**config.mk**
```make
export PLATFORM = sky130hd
export DESIGN_NAME = icu_vec_ctrl
export DESIGN_NICKNAME = d
export VERILOG_FILES = /design/src/rtl/icu_pkg.sv /design/src/rtl/icu_sync.sv /design/src/rtl/icu_src0_latch.sv /design/src/rtl/icu_prio.sv /design/src/rtl/icu_vec_ctrl.sv
export SDC_FILE = /design/constraint.sdc
export NUM_CORES = 1
export LEC_CHECK = 0
export ABC_AREA = 0
export BUFFER_PORTS_ARGS = -buffer_cell sky130_fd_sc_hd__buf_4
export CAP_MARGIN = 20
export CORE_MARGIN = 2
export CORE_UTILIZATION = 55
export CTS_BUF_LIST = sky130_fd_sc_hd__clkbuf_4 sky130_fd_sc_hd__clkbuf_8
export DETAILED_ROUTE_END_ITERATION = 6
export GPL_TIMING_DRIVEN = 0
export MAX_ROUTING_LAYER = met4
export PLACE_DENSITY_LB_ADDON = 0.3
export SYNTH_ARGS = -nofsm -noshare
export SYNTH_HDL_FRONTEND = slang
export SYNTH_SLANG_ARGS = --single-unit
```
**constraint.sdc**
```tcl
create_clock -name clk -period 6 [get_ports clk]
set_input_delay 1.2 -clock clk [delete_from_list [all_inputs] [get_ports clk]]
set_output_delay 1.2 -clock clk [all_outputs]
set_load 0.02 [all_outputs]
```
**src/rtl/icu_pkg.sv**
```systemverilog
package icu_pkg;

  localparam int BANK_W = 32;

  typedef enum logic [1:0] {
    TRIG_LOW  = 2'd0,
    TRIG_HIGH = 2'd1,
    TRIG_FALL = 2'd2,
    TRIG_RISE = 2'd3
  } trig_e;

  localparam int OFS_VECTOR  = 'h00;
  localparam int OFS_PROTECT = 'h08;
  localparam int OFS_EXTCTL  = 'h0c;
  localparam int OFS_PEND    = 'h10;
  localparam int OFS_FPEND   = 'h20;

  function automatic int enable_base(input bit alt);
    return alt ? 'h20 : 'h40;
  endfunction

  function automatic int mask_base(input bit alt);
    return alt ? 'h30 : 'h50;
  endfunction

endpackage

```
**src/rtl/icu_sync.sv**
```systemverilog
module icu_sync #(
  parameter int   W       = 1,
  parameter int   STAGES  = 2,
  parameter logic RST_VAL = 1'b0
) (
  input  logic         clk,
  input  logic         rst,
  input  logic [W-1:0] d_i,
  output logic [W-1:0] q_o
);
  logic [W-1:0] chain_q [STAGES];

  always_ff @(posedge clk) begin
    if (rst) begin
      for (int s = 0; s < STAGES; s++) chain_q[s] <= {W{RST_VAL}};
    end else begin
      chain_q[0] <= d_i;
      for (int s = 1; s < STAGES; s++) chain_q[s] <= chain_q[s-1];
    end
  end

  assign q_o = chain_q[STAGES-1];
endmodule

```
**src/rtl/icu_src0_latch.sv**
```systemverilog
module icu_src0_latch
  import icu_pkg::*;
(
  input  logic  clk,
  input  logic  rst,
  input  logic  lvl_i,
  input  trig_e trig_i,
  input  logic  clr_i,
  output logic  pend_o
);
  logic prev_q;
  logic hit;

  always_comb begin
    unique case (trig_i)
      TRIG_LOW:  hit = !lvl_i;
      TRIG_HIGH: hit = lvl_i;
      TRIG_FALL: hit = prev_q && !lvl_i;
      TRIG_RISE: hit = !prev_q && lvl_i;
      default:   hit = 1'b0;
    endcase
  end

  // A clear loses against a trigger condition in the same cycle.
  always_ff @(posedge clk) begin
    if (rst) begin
      prev_q <= 1'b1;
      pend_o <= 1'b0;
    end else begin
      prev_q <= lvl_i;
      pend_o <= hit || (pend_o && !clr_i);
    end
  end
endmodule

```
**src/rtl/icu_prio.sv**
```systemverilog
module icu_prio #(
  parameter int N  = 96,
  localparam int IW = $clog2(N)
) (
  input  logic [N-1:0]  req_i,
  output logic          any_o,
  output logic [IW-1:0] idx_o
);
  always_comb begin
    any_o = 1'b0;
    idx_o = '0;
    for (int i = N - 1; i >= 0; i--) begin
      if (req_i[i]) begin
        any_o = 1'b1;
        idx_o = IW'(i);
      end
    end
  end
endmodule

```
**src/rtl/icu_vec_ctrl.sv**
```systemverilog
module icu_vec_ctrl
  import icu_pkg::*;
#(
  parameter int NUM_BANKS   = 3,
  parameter int SYNC_STAGES = 2,
  parameter bit ALT_MAP     = 1'b0,
  parameter int ADDR_W      = 8,
  localparam int NSRC       = NUM_BANKS * BANK_W
) (
  input  logic              clk,
  input  logic              rst,
  input  logic [NSRC-1:0]   src_i,
  input  logic [ADDR_W-1:0] bus_addr,
  input  logic              bus_we,
  input  logic              bus_priv,
  input  logic [31:0]       bus_wdata,
  output logic [31:0]       bus_rdata,
  output logic              irq_o,
  output logic              fiq_o
);
  localparam int EN_BASE = enable_base(ALT_MAP);
  localparam int MK_BASE = mask_base(ALT_MAP);
  localparam int IW      = $clog2(NSRC);

  logic [NSRC-1:0] src_s, pend, gated, en_q, mask_q;
  logic            prot_q, p0, clr0, wr_ok, win_any;
  trig_e           trig_q;
  logic [IW-1:0]   win_idx;
  logic [31:0]     vec_q, rd_d;

  icu_sync #(.W(NSRC - 1), .STAGES(SYNC_STAGES), .RST_VAL(1'b0)) u_sync_hi (
    .clk(clk), .rst(rst), .d_i(src_i[NSRC-1:1]), .q_o(src_s[NSRC-1:1]));

  icu_sync #(.W(1), .STAGES(SYNC_STAGES), .RST_VAL(1'b1)) u_sync_ext (
    .clk(clk), .rst(rst), .d_i(src_i[0]), .q_o(src_s[0]));

  assign wr_ok = bus_we && (!prot_q || bus_priv);
  assign clr0  = wr_ok && (bus_addr == ADDR_W'(OFS_PEND)) && bus_wdata[0];

  icu_src0_latch u_ext (
    .clk(clk), .rst(rst), .lvl_i(src_s[0]), .trig_i(trig_q),
    .clr_i(clr0), .pend_o(p0));

  assign pend  = {src_s[NSRC-1:1], p0};
  assign gated = pend & en_q & ~mask_q;

  icu_prio #(.N(NSRC)) u_prio (.req_i(gated), .any_o(win_any), .idx_o(win_idx));

  always_ff @(posedge clk) begin
    if (rst) begin
      en_q   <= '0;
      mask_q <= '0;
      prot_q <= 1'b0;
      trig_q <= TRIG_LOW;
    end else if (wr_ok) begin
      if (bus_addr == ADDR_W'(OFS_PROTECT)) prot_q <= bus_wdata[0];
      if (bus_addr == ADDR_W'(OFS_EXTCTL))  trig_q <= trig_e'(bus_wdata[1:0]);
      for (int b = 0; b < NUM_BANKS; b++) begin
        if (bus_addr == ADDR_W'(EN_BASE + 4 * b)) en_q[b*BANK_W +: BANK_W]   <= bus_wdata;
        if (bus_addr == ADDR_W'(MK_BASE + 4 * b)) mask_q[b*BANK_W +: BANK_W] <= bus_wdata;
      end
    end
  end

  always_ff @(posedge clk) begin
    if (rst) begin
      vec_q <= '0;
      irq_o <= 1'b0;
      fiq_o <= 1'b0;
    end else begin
      vec_q <= win_any ? (32'(win_idx) << 2) : 32'd0;
      irq_o <= |gated[NSRC-1:1];
      fiq_o <= gated[0];
    end
  end

  always_comb begin
    rd_d = '0;
    if (bus_addr == ADDR_W'(OFS_VECTOR))  rd_d = vec_q;
    if (bus_addr == ADDR_W'(OFS_PROTECT)) rd_d = {31'd0, prot_q};
    if (bus_addr == ADDR_W'(OFS_EXTCTL))  rd_d = {30'd0, trig_q};
    for (int b = 0; b < NUM_BANKS; b++) begin
      if (bus_addr == ADDR_W'(OFS_PEND + 4 * b)) rd_d = pend[b*BANK_W +: BANK_W];
      if (!ALT_MAP && bus_addr == ADDR_W'(OFS_FPEND + 4 * b))
        rd_d = (b == 0) ? {31'd0, gated[0]} : 32'd0;
      if (bus_addr == ADDR_W'(EN_BASE + 4 * b)) rd_d = en_q[b*BANK_W +: BANK_W];
      if (bus_addr == ADDR_W'(MK_BASE + 4 * b)) rd_d = mask_q[b*BANK_W +: BANK_W];
    end
  end

  always_ff @(posedge clk) begin
    if (rst) bus_rdata <= '0;
    else     bus_rdata <= rd_d;
  end
endmodule

```
==> results of run 1 <==
-- worst reg2reg max path: stages (launching register included) --
cell	delay (ns)
dfxtp_1	0.32
inv_1	0.07
o21ai_1	0.17
nor3_1	1.06
clkbuf_1	0.61
nand2_1	0.14
a21oi_1	0.15
-- through the flow --
step,hold WS [ns],worst slack (ns),cells,power (W)
2_1_floorplan,0.389,3.36,1912,0.00309
3_3_place_gp,0.397,2.00,2479,0.00325
3_5_place_dp,0.408,1.97,2479,0.00326
4_1_cts,0.418,2.57,2604,0.00589
5_1_grt,0.429,2.45,2605,0.00605
6_report,0.415,2.37,2605,0.00590
-- kinds of logic after synthesis --
| group | after synthesis | share of synthesized area |
|---|---|---|
| AO/OA/AOI/OAI | 460 | 0.177 |
| buffers and inverters | 119 | 0.0272 |
| XOR/XNOR | 1 | 0.000521 |
| AND/OR/NAND/NOR | 901 | 0.282 |
| multiplexers | 1 | 0.000595 |
| flip-flops | 430 | 0.512 |
-- cell usage in the layout (no fill, tap or decap), types with 34 or more instances in the layout --
cell      netlist  final
nor2_1         52     52
a21oi_1       210    210
and3b_1        34     34
nand2_1       443    443
buf_4           0    171
dfxtp_1       430    430
nand3b_1       66     66
a31oi_1        36     36
clkbuf_1      106    106
a22oi_1        39     39
clkbuf_8        0     94
nor2b_1       196    196
-- layout make-up --
class                           count  share of cell area
Buffer                            115              0.0220
Inverter                            4            0.000747
Clock buffer                      113              0.0715
Sequential cell                   430               0.428
Multi-Input combinational cell   1363               0.385
Timing Repair Buffer              171              0.0639
Clock inverter                     12             0.00361
Tap cell                          396              0.0246
Antenna cell                        1            0.000124
-- where the power goes --
part | leakage, nW | switching, W | internal, W
sequential | 3.51 | 0.0000324 | 0.00292
combinational | 3.22 | 0.000146 | 0.000106
clock | 0.804 | 0.00117 | 0.00152
-- final timing paths --
path / start / to / slack [ns] / depth (start not counted)
worst max-delay path: rst / en_q[73]$_SDFFE_PP0P_ / 2.37 / 6
worst min-delay path: u_sync_ext.chain_q[0][0]$_SDFF_PP1_ / u_sync_ext.chain_q[0][1]$_SDFF_PP1_ / 0.42 / 1
worst max register to register: prot_q$_SDFFE_PP0P_ / en_q[22]$_SDFFE_PP0P_ / 3.40 / 6
worst min register to register: u_sync_ext.chain_q[0][0]$_SDFF_PP1_ / u_sync_ext.chain_q[0][1]$_SDFF_PP1_ / 0.42 / 1
-- flip-flops by register name, indices dropped and copies added, names as in the netlist --
register,flops
bus_rdata,32
en_q,96
fiq_o,1
irq_o,1
mask_q,96
prot_q,1
trig_q,2
u_ext.pend_o,1
u_ext.prev_q,1
u_sync_ext.chain_q,2
u_sync_hi.chain_q,190
vec_q,7
-- layer usage --
metal	vias to the layer above	wire length [µm]	global-route usage
li1	7180	-	-
met1	7544	23800	0.495
met2	1121	27700	0.604
met3	288	7070	0.0765
met4	0	3950	0.224
met5	-	0	-
==> run metrics, run 1 <==
WP buf/inv 5; routed len/inst between 20 and 25 µm; synthesized area per cell between 8 and 9 µm²; Hold Fails Final Rpt 0; fin. max-slew vios 0; RD Place Congestion roughly 0.97; Synth top cells by count nand2_1 (443), dfxtp_1 (430), a21oi_1 (210); Arr. time, crit path between 4 and 5 ns; delay-heaviest family, CP buffers and inverters; Net Count, Synth about 2100; Top FF cell, synth dfxtp_1; Fillers between 2000 and 3000; RSZ-0062 raised after global routing false; most frequent CP cell clkbuf_1; outcome completed; largest stage delay on the critical path slightly above 0.8 ns; Ys Warns 0; Final Cell Area 20100 µm²; Tmin final 3.63 ns; Register Area ~8600 µm²; DIE AREA approximately 32000 µm²; Final setup viols 0; clock slew at reported path FFs about 0.060 ns; clock root buffer clkbuf_8; P per Cell Area around 290 nW/µm²; Starting Density 0.554; CTS Hold Bufs 0; worst-path fanout max 10; number of cell rows 64; fraction of layout cells with a size suffix above 1 0.154; first-pass GRT wire length slightly above 90000 µm; DR vias about 16000; vias in the first global route 15300; Chip Height ~180 µm; DRT iter0 DRCs around 2300; Clock Skews 0.0304 ns; area occupied by multi-input gates about 7700 µm²; CTS H-Tree Depth 3; Slowest-stage cell, CP clkbuf_1; CTS Sinks 430; leading area contributor after synthesis dfxtp_1; Tot GR Track Use 0.397; deepest clock path buffer count 3; Via density 6.19; post-cts repair resize count 0; Slew @ Worst Pin 1.28 ns; fmax 0.276 GHz; Final TNS setup 0 ns; routed wire length around 62000 µm; Post-Syn Area 16800 µm²; share of the synthesized area in the top cell type 0.512; Static Leak approximately 7.5 nW; Syn-to-layout area delta 19.6%; PortBufs 171; Async S/R FF share, synth 0; fin crit share 0.605; Cell variety after synth approximately 80; clock latency on the worst-skew pair ~0.60 ns; Tightest Hold Check Type reg2reg; Max VDD drop approximately 0.00019 V; TritonCTS buffer count 70; Congestion Overflow GR 0; final net count between 2000 and 2500; Seq/Total Area, Yosys 0.512; detailed-router iteration count before antenna repair 7; CP Class in2reg; post-CTS setup buffer count 0; Cells after Synth between 1500 and 2000; relative slew slack 0.142; Startpoint Class input pin; flops & latches, synth 430; sequence of cells on the critical path buf_4 -> clkbuf_1 -> clkbuf_1 -> clkbuf_1 -> clkbuf_1 -> a21oi_1; top post-synthesis cells by area dfxtp_1 (51%), nand2_1 (9.9%), nor2b_1 (7.3%); number of synthesized flops with an enable pin 0; WP data required around 6.4 ns; Util after Layout 0.662; area of the core slightly above 30000 µm²; largest net degree at the start of global routing 11; Setup crit end kind register; Routed Antenna Nets 0; initial antenna violation count 1; DRC violations left 0; post-DP HPWL roughly 45000 µm; CTS tree built; most common cell in the synthesized netlist nand2_1; Chip Width approximately 180 µm; # IOs between 150 and 200; Maximum Capacitance Violations 0; placed cell areas 18600 µm²
Power figures use the tool's default switching activity.
==> run 2: changes to the inputs <==
ABC_AREA = 1   (was 0)
clock period = 3.8 ns   (was 6 ns; I/O delays follow)
==> run 2 against run 1 <==
  * The flow now finishes with violations (setup timing)
  * Sequential share of layout area shrank 2.1 points
  * Non-clock buffer count grew 10
  * Clock skew shrank 0.0053 ns
  * Count of clock-buffer cells in the layout grew 3
==> run metrics, run 2 <==
leading area contributor after synthesis dfxtp_1 (unchanged); Final TNS setup -2.06 ns (was 0 ns); area occupied by multi-input gates 6850 µm² (was 7750 µm²); met3 track demand over resource 0.0498 (was 0.0765); GR Util met1 0.446 (was 0.495); Register Area 8620 µm² (was 8610 µm²); Startpoint Class register (was input pin); Synth top cells by count dfxtp_1 (430), inv_1 (378), nor2_1 (315) (was nand2_1 (443), dfxtp_1 (430), a21oi_1 (210)); routed wire length 58700 µm (was 62500 µm); Seq/Total Area, Yosys 0.487 (was 0.512); Top FF cell, synth dfxtp_1 (unchanged); Chip Height 183 µm (was 179 µm); Tmin final 5.86 ns; most common cell in the synthesized netlist dfxtp_1 (was nand2_1); detailed-router iteration count before antenna repair 6 (was 7); Net Count, Synth 2520 (was 2052); Syn-to-layout area delta 19.6% (about the same); CTS H-Tree Depth 3 (unchanged); CP Launch Point u_sync_hi.chain_q[0][188]$_SDFF_PP0_ (was rst); CTS Sinks 430 (unchanged); Slew @ Worst Pin 1.02 ns (was 1.28 ns); Final setup viols 1 (was 0); CTS Hold Bufs 0 (unchanged); WP data required 4.29 ns (was 6.43 ns); R2R Path Start u_sync_hi.chain_q[0][188]$_SDFF_PP0_ (was prot_q$_SDFFE_PP0P_); Via density 5.51 (was 6.19); Util after Layout 0.668 (was 0.662); post-synthesis compound-gate area fraction 0.167 (was 0.177); Congestion Overflow GR 0 (unchanged); fin crit share 1.54; post-synthesis adder-cell area fraction 0 (unchanged); post-DP HPWL 44400 µm (was 44600 µm); area of the core 31600 µm² (was 30300 µm²); largest stage delay on the critical path 0.38 ns (was 0.82 ns); XOR/XNOR Fraction of Synth Area 0 (was 0.000521); fmax between 0.15 and 0.2 GHz; Cell variety after synth 44 (was 78); Async S/R FF share, synth 0 (unchanged); largest family of logic cells by synthesized area simple AND/OR/NAND/NOR gates (unchanged); diodes inserted 0 (was 1); CTS tree built (unchanged); Tightest Hold Check Type in2reg (was reg2reg); RD Place Congestion 0.998 (was 0.975); Cells after Synth 2380 (was 1912); number of synthesized flops with an enable pin 0 (unchanged); share of the synthesized area in the top cell type 0.487 (was 0.512); beginning of the worst hold path src_i[0] (was u_sync_ext.chain_q[0][0]$_SDFF_PP1_); DRT iter0 DRCs 1707 (was 2281); layer with the highest usage met2 (unchanged); Simple-Gate Fraction of Synth Area 0.218 (was 0.282); initial antenna violation count 1 (unchanged); number of cell rows 65 (was 64); clock root buffer clkbuf_8 (unchanged); Tot GR Track Use 0.357 (was 0.397); Ys Warns 0 (unchanged); Hold Fails Final Rpt 0 (unchanged); synthesized area per cell 7.43 µm² (was 8.79 µm²); largest net degree at the start of global routing 11 (unchanged); met2 Track Usage GR 0.567 (was 0.604); mux cell area share after synthesis 0 (was 0.000595); most frequent CP cell nand2_1 (was clkbuf_1); biggest regs u_sync_hi.chain_q (190), en_q (96), mask_q (96) (unchanged); vias in the first global route 16000 (was 15300); PortBufs 172 (was 171); flops & latches, synth 430 (unchanged); final net count 2767 (was 2295); # IOs 174 (unchanged); Starting Density 0.559 (was 0.554); Max VDD drop 0.000283 V (was 0.000187 V); CP Class reg2reg (was in2reg); routed len/inst 19.0 µm (was 24.0 µm); post-CTS setup buffer count 0 (unchanged); TritonCTS buffer count 71 (was 70); Chip Width 183 µm (was 179 µm); Clock Skews 0.0251 ns (was 0.0304 ns); Setup crit end kind register (unchanged); leading cell type in the layout, fill and taps excluded dfxtp_1 (was nand2_1); Layout Cells excl Fill 3083 (was 2605); top post-synthesis cells by area dfxtp_1 (49%), inv_1 (8.0%), nor2_1 (6.7%) (was dfxtp_1 (51%), nand2_1 (9.9%), nor2b_1 (7.3%)); Fillers 2776 (was 2572); outcome complete, but fails checks (was completed); Arr. time, crit path 6.35 ns (was 4.05 ns); clock latency on the worst-skew pair 0.61 ns (was 0.60 ns); fraction of layout cells with a size suffix above 1 0.166 (was 0.154); Post-Syn Area 17700 µm² (was 16800 µm²); Top reg by flops u_sync_hi.chain_q (unchanged); most frequent cells in the layout dfxtp_1 (425), inv_1 (377), nor2_1 (313), nand2_1 (303), a21oi_1 (208) (was nand2_1 (443), dfxtp_1 (430), a21oi_1 (210), nor2b_1 (196), buf_4 (171)); relative slew slack 0.323 (was 0.142); worst-path fanout max 2 (was 10); DR vias 17000 (was 16100); Static Leak 8.83 nW (was 7.53 nW); DP Cell Count 2955 (was 2479); Routed Antenna Nets 0 (unchanged); clock slew at reported path FFs 0.06 ns (about the same); Maximum Capacitance Violations 0 (unchanged); DIE AREA 33600 µm² (was 32000 µm²); Slowest-stage cell, CP dfxtp_4 (was clkbuf_1); P per Cell Area 455 nW/µm² (was 293 nW/µm²); first-pass GRT wire length 88800 µm (was 91100 µm); deepest clock path buffer count 3 (unchanged); RSZ-0062 raised after global routing true (was false); max FFs per register 190 (unchanged); fin. max-slew vios 0 (unchanged); failing checks setup timing; DRC violations left 0 (unchanged); setup ws final -2.06 ns (was 2.37 ns)
==> run 2: cell count changes in the layout (fill, tap and decap cells not counted), sizes merged, moves of 21 or more <==
cell and change:
nor3 +37, nand3b -67, and3b -43, a22oi -39, a221oi -21, inv +440
nor2 +264, nand3 +106, nor2b -197, nand2 -134, a22o -25, a222oi -24
o21ai +186
==> run 2: per-layer routing <==
layer | vias up | part of all wire
met2 | 878 | 0.46
met3 | 184 | 0.082
met1 | 7845 | 0.41
met5 | - | 0
met4 | 0 | 0.054
li1 | 8086 | -
==> run 2: worst max-delay path, delay by kind of cell (launching register included) <==
family / cells / cell delay, ns
and+or+nand+nor: 94 / 5.30
DFF: 1 / 0.38
AOI/OAI and AO/OA: 1 / 0.05
==> run 2: cell families (layout without fill, tap and decap cells) <==
| family | count (synthesis) | count (layout) |
|---|---|---|
| compound gates | 537 | 537 |
| flops | 430 | 430 |
| simple gates | 835 | 835 |
| buf+inv | 578 | 879 |
==> run 2: path summary, 6_finish.rpt <==
path	endpoint	slack [ns]	cells past startpoint
worst max register to register	vec_q[2]$_SDFF_PP0_	-2.06	95
worst max-delay path	vec_q[2]$_SDFF_PP0_	-2.06	95
worst min-delay path	u_sync_ext.chain_q[0][0]$_SDFF_PP1_	0.33	2
worst min register to register	u_sync_hi.chain_q[0][152]$_SDFF_PP0_	0.40	2
==> run 2: final cells by class <==
cell class              instances  area share
plain buffers                 122      0.0217
repair buffers                174      0.0620
multi-input cells            1372       0.324
clock buffers                 116      0.0693
well taps                     402      0.0238
inverters                     456      0.0851
clock inverters                11     0.00669
flip-flops and latches        430       0.408
==> run 2: what timing repair did <==
item,in CTS,in global routing
resized for setup,9,8
setup endpoints to repair,1,13
pin swaps,2,0
==> run 2: metrics by stage <==
stage | power, W | instance area [µm²] | hold WS (ns) | setup slack, ns
floorplan | 0.00494 | 17700 | 0.381 | -0.713
finish | 0.00962 | 21100 | 0.328 | -2.06
global route | 0.00991 | 21100 | 0.325 | -2.74
CTS | 0.00965 | 21100 | 0.297 | -1.93
detailed placement | 0.00522 | 19500 | 0.394 | -2.04
global placement | 0.00521 | 19500 | 0.390 | -2.05
==> run 2: power breakdown <==
part | total (W) | internal (W) | switching [W]
combinational | 0.000472 | 0.000171 | 0.000301
clock | 0.00449 | 0.00264 | 0.00185
sequential | 0.00466 | 0.00461 | 0.0000516
==> run 3: changes to the inputs <==
CORE_UTILIZATION = 35   (was 55)
==> run 3 against run 2 <==
  * The flow finishes with violations (DRC, setup timing)
  * Final area grew 1.9%
  * First-iteration DRC count decreased by 20%
  * Maximum frequency up 0.39%
==> run metrics, run 3 (synthesis gave the netlist of run 2 again) <==
outcome complete, but fails checks (unchanged); failing checks DRC, setup timing (was setup timing); worst slack, placed -2.29 ns (was -2.04 ns); P per Cell Area 451 nW/µm² (was 455 nW/µm²); Clock Skews 0.0374 ns (was 0.0251 ns); clock share of power 0.470 (was 0.466); Sw Share 0.238 (was 0.228); relative slew slack 0.321 (was 0.323); Tmin final 5.84 ns (was 5.86 ns); Routed Antenna Nets 0 (unchanged); Tot GR Track Use 0.254 (was 0.357); most frequent cells in the layout dfxtp_1 (425), inv_1 (376), nor2_1 (313), nand2_1 (305), a21oi_1 (207) (was dfxtp_1 (425), inv_1 (377), nor2_1 (313), nand2_1 (303), a21oi_1 (208)); area of the core 50000 µm² (was 31600 µm²); clock root buffer clkbuf_8 (unchanged); Internal Power 0.00740 W (was 0.00742 W); Seq pwr share 0.480 (was 0.485); Fillers 5194 (was 2776); CTS tree built (unchanged); Chip Height 229 µm (was 183 µm); PortBufs 172 (unchanged); Starting Density 0.354 (was 0.559); first-pass GRT wire length 97500 µm (was 88800 µm); Max VDD drop 0.000223 V (was 0.000283 V); clock slew at reported path FFs 0.06 ns (about the same); setup ws final -2.04 ns (was -2.06 ns); TritonCTS buffer count 73 (was 71); CTS H-Tree Depth 3 (unchanged); Startpoint Class register (unchanged); RD Place Congestion 0.957 (was 0.998); WP data required 4.34 ns (was 4.29 ns); Static Leak 8.86 nW (was 8.83 nW); max FFs per register 190 (unchanged); Comb power frac 0.050 (was 0.049); Syn-to-layout area delta 21.8% (was 19.6%); CTS Hold Bufs 0 (unchanged); deepest clock path buffer count 3 (unchanged); biggest regs u_sync_hi.chain_q (190), en_q (96), mask_q (96) (unchanged); CP Class reg2reg (unchanged); fin crit share 1.54 (about the same); placed cell areas 19800 µm² (was 19500 µm²); Util after Layout 0.431 (was 0.668); fin. max-slew vios 0 (unchanged); leading cell type in the layout, fill and taps excluded dfxtp_1 (unchanged); detailed-router iteration count before antenna repair 7 (was 6); CTS Sinks 430 (unchanged); Final TNS setup -2.04 ns (was -2.06 ns); largest net degree at the start of global routing 11 (unchanged); post-DP HPWL 50400 µm (was 44400 µm); Slowest-stage cell, CP dfxtp_4 (unchanged); vias in the first global route 16300 (was 16000); # IOs 174 (unchanged); Tightest Hold Check Type in2reg (unchanged); largest stage delay on the critical path 0.40 ns (was 0.38 ns); routed wire length 65200 µm (was 58700 µm); most frequent CP cell nand2_1 (unchanged); Switch Pwr 0.00232 W (was 0.00220 W); number of cell rows 82 (was 65); Final setup viols 1 (unchanged); initial antenna violation count 1 (unchanged); DRT iter0 DRCs 1358 (was 1707); Slew @ Worst Pin 1.01 ns (was 1.02 ns); fraction of layout cells with a size suffix above 1 0.167 (was 0.166); Arr. time, crit path 6.38 ns (was 6.35 ns); Top reg by flops u_sync_hi.chain_q (unchanged); Hold Fails Final Rpt 0 (unchanged); hold_ws 0.291 ns (was 0.328 ns); Congestion Overflow GR 0 (unchanged); Maximum Capacitance Violations 0 (unchanged); Via density 4.93 (was 5.51); Final Cell Area 21500 µm² (was 21100 µm²); Setup crit end kind register (unchanged); DRC violations left 4 (was 0); worst-path fanout max 2 (unchanged); RSZ-0062 raised after global routing true (unchanged); clock latency on the worst-skew pair 0.68 ns (was 0.61 ns); Chip Width 229 µm (was 183 µm); DIE AREA 52300 µm² (was 33600 µm²); final net count 2772 (was 2767); fmax 0.171 GHz (about the same); DR vias 16600 (was 17000); routed len/inst 19.4 µm (was 19.0 µm)
==> run 3: cell type report <==
type / instances / area [µm²] / area share
plain buffers: 122 / 460 / 0.0214
flip-flops and latches: 430 / 8620 / 0.400
diodes: 1 / 2.50 / 0.000116
clock inverters: 13 / 160 / 0.00744
repair buffers: 177 / 1340 / 0.0621
well taps: 672 / 841 / 0.0390
clock buffers: 112 / 1440 / 0.0669
inverters: 456 / 1800 / 0.0836
multi-input cells: 1372 / 6880 / 0.319
==> run 3: per-stage QoR <==
stage | instances | power (W)
after CTS | 3351 | 0.00980
after floorplan | 2380 | 0.00494
after global routing | 3355 | 0.0101
after global placement | 3224 | 0.00524
after detailed placement | 3226 | 0.00524
final | 3355 | 0.00972
==> run 3: power groups by stage <==
stage / registers (W) / clock network, W / logic (W)
detailed placement: 0.00476 / 0 / 0.000482
floorplan: 0.00474 / 0 / 0.000201
CTS: 0.00466 / 0.00465 / 0.000484
global placement: 0.00476 / 0 / 0.000477
global route: 0.00467 / 0.00485 / 0.000533
finish: 0.00466 / 0.00457 / 0.000487
==> run 3: critical path: cells and delay by family, from the launching register on <==
kind | cells | cell delay (ns)
AOI/OAI and AO/OA | 1 | 0.05
and+or+nand+nor | 94 | 5.27
DFF | 1 | 0.40
==> run 3: what timing repair did <==
action	CTS	global route
setup buffers	0	2
cloned	0	0
gates resized for setup	14	11
setup endpoints to repair	5	12
pin swaps	1	3
==> run 3: path summary, 6_finish.rpt <==
| path | startpoint | endpoint | cells past startpoint | slack [ns] |
|---|---|---|---|---|
| setup reg to reg | u_sync_hi.chain_q[0][188]$_SDFF_PP0_ | vec_q[2]$_SDFF_PP0_ | 95 | -2.04 |
| hold / removal | src_i[50] | u_sync_hi.chain_q[0][49]$_SDFF_PP0_ | 3 | 0.29 |
| hold reg to reg | u_sync_hi.chain_q[0][38]$_SDFF_PP0_ | u_sync_hi.chain_q[0][133]$_SDFF_PP0_ | 2 | 0.39 |
| setup / recovery | u_sync_hi.chain_q[0][188]$_SDFF_PP0_ | vec_q[2]$_SDFF_PP0_ | 95 | -2.04 |
==> run 3: metal layers <==
| layer | up-vias | track usage | share of wire |
|---|---|---|---|
| met1 | 7674 | 0.320 | 0.44 |
| li1 | 8099 | - | - |
| met5 | - | - | 0 |
| met4 | 0 | 0.110 | 0.035 |
| met3 | 135 | 0.0468 | 0.070 |
| met2 | 648 | 0.399 | 0.46 |
